$ cat config.mk
export PLATFORM = sky130hd
export DESIGN_NAME = gauge_pwr_seq
export DESIGN_NICKNAME = d
export VERILOG_FILES = /design/src/rtl/gauge_pwr_pkg.sv /design/src/rtl/gauge_wake_det.sv /design/src/rtl/gauge_ival_timer.sv /design/src/rtl/gauge_pwr_seq.sv
export SDC_FILE = /design/constraint.sdc
export NUM_CORES = 1
export LEC_CHECK = 0
export BUFFER_PORTS_ARGS = -buffer_cell sky130_fd_sc_hd__clkbuf_2
export CAP_MARGIN = 10
export CORE_UTILIZATION = 57
export CTS_CLUSTER_SIZE = 8
export DETAILED_ROUTE_END_ITERATION = 10
export PLACE_DENSITY = 0.85
export SYNTH_ARGS = -nofsm -noshare
export SYNTH_HDL_FRONTEND = slang
export SYNTH_HIERARCHICAL = 1
export SYNTH_SLANG_ARGS = --single-unit
$ cat constraint.sdc
create_clock -name clk -period 4.4 [get_ports clk]
set_input_delay 0.66 -clock clk [delete_from_list [all_inputs] [get_ports clk]]
set_output_delay 0.66 -clock clk [all_outputs]
set_load 0.02 [all_outputs]
$ cat src/rtl/gauge_pwr_pkg.sv
package gauge_pwr_pkg;
  typedef enum logic [1:0] {
    PM_NORMAL   = 2'd0,
    PM_SLEEP    = 2'd1,
    PM_SHUTDOWN = 2'd2
  } pm_mode_e;

  localparam int N_THR = 4;

  // wake threshold in microvolts for each select code
  function automatic int thr_uv(input int idx);
    case (idx)
      0:       return 1000;
      1:       return 2250;
      2:       return 4500;
      default: return 9000;
    endcase
  endfunction

  function automatic int thr_lsb(input int idx, input int lsb_uv);
    return thr_uv(idx) / lsb_uv;
  endfunction
endpackage

$ cat src/rtl/gauge_wake_det.sv
module gauge_wake_det
  import gauge_pwr_pkg::*;
#(
  parameter int SMP_W  = 16,
  parameter int LSB_UV = 250
) (
  input  logic             smp_valid,
  input  logic [SMP_W-1:0] smp_data,
  input  logic [1:0]       wake_sel,
  output logic             cur_wake
);
  localparam int MAG_W = SMP_W + 1;

  logic [MAG_W-1:0] mag;
  logic [N_THR-1:0] over;

  always_comb begin
    if (smp_data[SMP_W-1])
      mag = {1'b0, ~smp_data} + {{SMP_W{1'b0}}, 1'b1};
    else
      mag = {1'b0, smp_data};
  end

  for (genvar i = 0; i < N_THR; i++) begin : g_thr
    localparam int THR = thr_lsb(i, LSB_UV);
    assign over[i] = (mag >= MAG_W'(THR));
  end

  assign cur_wake = smp_valid & over[wake_sel];
endmodule

$ cat src/rtl/gauge_ival_timer.sv
module gauge_ival_timer #(
  parameter int IVL_W = 8
) (
  input  logic             clk,
  input  logic             rst_n,
  input  logic             clr,
  input  logic             tick_en,
  input  logic [IVL_W-1:0] ival,
  output logic             due
);
  logic [IVL_W-1:0] cnt;
  logic [IVL_W-1:0] eff;

  assign eff = (ival == '0) ? IVL_W'(1) : ival;
  assign due = tick_en && (cnt >= eff - IVL_W'(1));

  always_ff @(posedge clk or negedge rst_n) begin
    if (!rst_n)       cnt <= '0;
    else if (clr)     cnt <= '0;
    else if (tick_en) cnt <= due ? '0 : cnt + IVL_W'(1);
  end
endmodule

$ cat src/rtl/gauge_pwr_seq.sv
module gauge_pwr_seq
  import gauge_pwr_pkg::*;
#(
  parameter int SMP_W  = 16,
  parameter int IVL_W  = 8,
  parameter int LSB_UV = 250
) (
  input  logic             clk,
  input  logic             rst_n,
  input  logic             sec_tick,
  input  logic             smp_valid,
  input  logic [SMP_W-1:0] smp_data,
  input  logic [1:0]       wake_sel,
  input  logic [IVL_W-1:0] sleep_ival,
  input  logic             fault,
  input  logic             sleep_req,
  input  logic             shut_req,
  input  logic             startup_ok,
  input  logic             host_pres_n,
  output logic [1:0]       pm_mode,
  output logic             meas_stb,
  output logic             sys_present
);
  pm_mode_e mode_q, mode_d;
  logic     cur_wake, wake, in_sleep, due, stb_d;

  gauge_wake_det #(.SMP_W(SMP_W), .LSB_UV(LSB_UV)) u_wake (
    .smp_valid (smp_valid),
    .smp_data  (smp_data),
    .wake_sel  (wake_sel),
    .cur_wake  (cur_wake)
  );

  assign in_sleep = (mode_q == PM_SLEEP);
  assign wake     = cur_wake | fault;

  gauge_ival_timer #(.IVL_W(IVL_W)) u_ival (
    .clk     (clk),
    .rst_n   (rst_n),
    .clr     (!in_sleep),
    .tick_en (sec_tick && in_sleep && !wake),
    .ival    (sleep_ival),
    .due     (due)
  );

  always_comb begin
    mode_d = mode_q;
    stb_d  = 1'b0;
    case (mode_q)
      PM_NORMAL: begin
        stb_d = sec_tick;
        if (shut_req)       mode_d = PM_SHUTDOWN;
        else if (sleep_req) mode_d = PM_SLEEP;
      end
      PM_SLEEP: begin
        stb_d = due;
        if (shut_req)  mode_d = PM_SHUTDOWN;
        else if (wake) mode_d = PM_NORMAL;
      end
      PM_SHUTDOWN: begin
        if (startup_ok) mode_d = PM_NORMAL;
      end
      default: mode_d = PM_NORMAL;
    endcase
  end

  always_ff @(posedge clk or negedge rst_n) begin
    if (!rst_n) begin
      mode_q      <= PM_NORMAL;
      meas_stb    <= 1'b0;
      sys_present <= 1'b0;
    end else begin
      mode_q   <= mode_d;
      meas_stb <= stb_d;
      if (sec_tick && mode_q != PM_SHUTDOWN)
        sys_present <= ~host_pres_n;
    end
  end

  assign pm_mode = mode_q;
endmodule

==> impl_results.md <==
- Outcome: completed
- Insertion delay of the later-clocked pin in the worst-skew pair: 0.27 ns
- Core footprint: 2455 µm²
- Share of the clock period used by the worst path: 82.79%
- Sequential cell area fraction in the yosys report: 20.30%
- Worst reg2reg startpoint: u_ival/cnt[2]
- Max-cap violation count: 0
- FFs w/ async S/R, synth: 100.0%
- Post-synthesis sequential element count: 12
- Biggest cell delay along the critical path: 0.63 ns
- Maximum number of pins on one net before global-route repair: 22
- Wirelength, routed: 3493 µm
- Master cell of the clock root buffer: sky130_fd_sc_hd__clkbuf_4
- Count of routing violations after the opening detailed-route iteration: 49
- Fraction of layout cells with a size suffix above 1: 25.11%
- Gr usage total: 27.92%
- Required time at the worst-slack endpoint: 4.62 ns
- Synth Warn #: 6
- Most frequent cell on the critical path: sky130_fd_sc_hd__nor2_1
- Cell Pwr Density: 179.3 nW/µm²
- Nets@finish: 266
- Clock transition time at the flip-flop clock pins of the worst setup and hold paths: 0.07 ns
- Top fanout value on the critical path: 9
- Highest achievable clock rate: 0.2745 GHz
- Summed instance area of the synthesized netlist: 1479 µm²
- Number of synthesized flops with an enable pin: 0
- Setup Skew: 0.002094 ns
- Post-CTS Setup Repair Bufs: 0
- Shortest period the worst path allows: 3.643 ns
- Final Slew Violations: 0
- WL per Instance: 14.03 µm
- Distinct cells, synth: 52
- First-pass GRT wire length: 5858 µm
- Overflow left after global routing: 0
- Remaining antenna violation count: 0
- Vias in the first global route: 1,423
- Sort of element at the end of the critical path: register
- Clock sink total: 12
- Synthesized Nets: 228
- Static leakage: 0.8150 nW
- Instance area after placement: 1692 µm²
- CTS Buf Count: 3
- Hold_ws: 0.2544 ns
- Clk buf depth: 2
- Slowest cell on the critical path: sky130_fd_sc_hd__or4_1
- Io pins: 39
- Clock tree from TritonCTS: built
- Min-delay worst type: in -> async
- Critical path data arrival time: 3.86 ns
- Average size of a mapped cell: 8.126 µm²
- H-tree level count: 1
- Setup repair after global routing missed its margin: no
- Number of cells upsized or downsized after cts: 0
- Register-to-Register Path Depth: 7
- Worst slew pin tran: 0.4627 ns
- Die area: 2802 µm²
- Number of fillers in the final layout: 205
- Final instance area: 1728 µm²
- Number of buffers added on ports: 38
- Number of hold buffers added after CTS: 0
- Critical Path Start Type: input pin
- GPL Wtd Cong: 0.8088
- Worst-case register-to-register setup slack: 2.37 ns
- Cell count after synthesis: 182
- Total iterations of the first detailed-routing run: 4
- Chip height: 52.94 µm
- Worst-case vdd ir drop: 270.3 µV
- Vias after detailed routing: 1,544
- Relative area change from synthesis to final layout: 16.84%
- TNS Setup: 0 ns
- Worst r2r dst: meas_stb
- Final setup viols: 0
- Slew margin rel.: 68.92%
- Diodes inserted: 0
- Most instantiated flip-flop cell in the synthesis netlist: sky130_fd_sc_hd__dfrtp_1
- Detailed placer's ending HPWL: 2905 µm
- Via density per instance: 6.201
- Kind of critical path: in -> reg
- Antenna violations before repair: 0
- Final Hold Vio Count: 0
- Row count: 18
- Horizontal extent of the die: 52.94 µm
- Total DRC errors in the routed layout: 0
- CP cell instances: clkbuf_2 > or4_1 > nor4b_2 > nand2_1 > nor2_1 > mux2_2 > o41a_1 > nor2_1 > nand2_1 > nor2_1 > or3b_1 > a211oi_2 > a21o_1
- Starting density of the core: 60.24%
[metrics by stage]
stage	total power, mW	utilization [%]	instances	setup slack [ns]
final	0.3098	70.39	249	0.7572
after global routing	0.3294	70.39	249	0.6101
after CTS	0.3120	70.39	249	0.7759
after detailed placement	0.2243	68.91	245	0.4941
after global placement	0.2189	68.91	245	0.6727
after floorplan	0.1837	-	182	0.8788
[cell families after synthesis]
group,Yosys count,share of synthesized area (%)
multiplexers,9,6.261
flip-flops,12,20.30
buffers and inverters,13,3.300
AND/OR/NAND/NOR,88,33.59
XOR/XNOR,8,4.737
AO/OA/AOI/OAI,41,22.50
adder cells (fa/ha/maj),11,9.306
[worst max-delay path: cells and delay by family]
kind	cells	cell delay, ns
AOI/OAI and AO/OA	3	0.76
buffers and inverters	1	0.14
and+or+nand+nor	8	1.97
muxes	1	0.34
[layout make-up]
cell class / instances / area, µm² / share of cell area (%)
flip-flops and latches: 12 / 300.3 / 17.38
clock buffers: 4 / 36.28 / 2.100
repair buffers: 39 / 197.7 / 11.44
multi-input cells: 157 / 1130 / 65.39
well taps: 30 / 37.54 / 2.172
inverters: 7 / 26.28 / 1.521
[layer usage]
| metal | vias to the layer above | part of all wire [%] | GRT usage (%) |
|---|---|---|---|
| met1 | 721 | 43 | 32.68 |
| met3 | 9 | 4.5 | 3.736 |
| met2 | 54 | 51 | 50.00 |
| met4 | 0 | 1.6 | 12.28 |
| met5 | - | 0 | 0 |
| li1 | 760 | - | - |
[Yosys cell counts (5+ instances only)]
library cell	n	area share, %
sky130_fd_sc_hd__a21oi_1	8	2.7
sky130_fd_sc_hd__nor2_1	19	4.8
sky130_fd_sc_hd__mux2i_1	7	4.7
sky130_fd_sc_hd__ha_1	11	9.3
sky130_fd_sc_hd__nand3_1	8	2.7
sky130_fd_sc_hd__nor3_1	8	2.7
sky130_fd_sc_hd__clkbuf_1	6	1.5
sky130_fd_sc_hd__inv_1	7	1.8
sky130_fd_sc_hd__nand2b_1	8	3.4
sky130_fd_sc_hd__nand2_1	16	4.1
sky130_fd_sc_hd__nor2b_1	5	2.1
sky130_fd_sc_hd__dfrtp_1	12	20
[cell usage in the layout (no fill, tap or decap), types with 3 or more instances in the layout]
| cell | netlist | layout |
|---|---|---|
| sky130_fd_sc_hd__nand3b_1 | 3 | 3 |
| sky130_fd_sc_hd__xor2_1 | 4 | 4 |
| sky130_fd_sc_hd__nand2b_1 | 8 | 8 |
| sky130_fd_sc_hd__nand3_1 | 8 | 8 |
| sky130_fd_sc_hd__inv_1 | 7 | 7 |
| sky130_fd_sc_hd__ha_1 | 11 | 11 |
| sky130_fd_sc_hd__a211o_1 | 3 | 3 |
| sky130_fd_sc_hd__a21oi_1 | 8 | 8 |
| sky130_fd_sc_hd__nor2_1 | 19 | 19 |
| sky130_fd_sc_hd__o211ai_1 | 3 | 3 |
| sky130_fd_sc_hd__nor2b_1 | 5 | 5 |
| sky130_fd_sc_hd__nor3_1 | 8 | 8 |
| sky130_fd_sc_hd__nand2_1 | 16 | 16 |
| sky130_fd_sc_hd__mux2i_1 | 7 | 7 |
| sky130_fd_sc_hd__a21o_1 | 3 | 3 |
| sky130_fd_sc_hd__clkbuf_4 | 0 | 3 |
| sky130_fd_sc_hd__xnor2_1 | 4 | 4 |
| sky130_fd_sc_hd__a211oi_1 | 3 | 3 |
| sky130_fd_sc_hd__dfrtp_1 | 12 | 12 |
| sky130_fd_sc_hd__clkbuf_2 | 0 | 38 |
[worst max-delay path by stage]
stage	slack, ns	end	from	cells after the start
finish	0.76	u_ival/cnt[6]	smp_data[2]	13
global route	0.61	u_ival/cnt[6]	smp_data[2]	13
CTS	0.78	u_ival/cnt[6]	smp_data[2]	13
detailed placement	0.49	u_ival/cnt[6]	smp_data[2]	13
global placement	0.67	u_ival/cnt[6]	smp_data[0]	14
floorplan	0.88	u_ival/cnt[6]	smp_data[2]	12
[flip-flops by register name (all words and copies together), names as in the netlist]
| signal | count |
|---|---|
| pm_mode | 2 |
| sys_present | 1 |
| u_ival/cnt | 8 |
| meas_stb | 1 |
[where the power goes]
part	internal, mW	switching [mW]	leakage (nW)	total [mW]
clock network	0.0503	0.0370	0.0210	0.0873
registers	0.116	0.00503	0.162	0.121
logic	0.0426	0.0592	0.632	0.102
total	0.209	0.101	0.815	0.310
No activity file was read; power rests on OpenSTA's default activity.
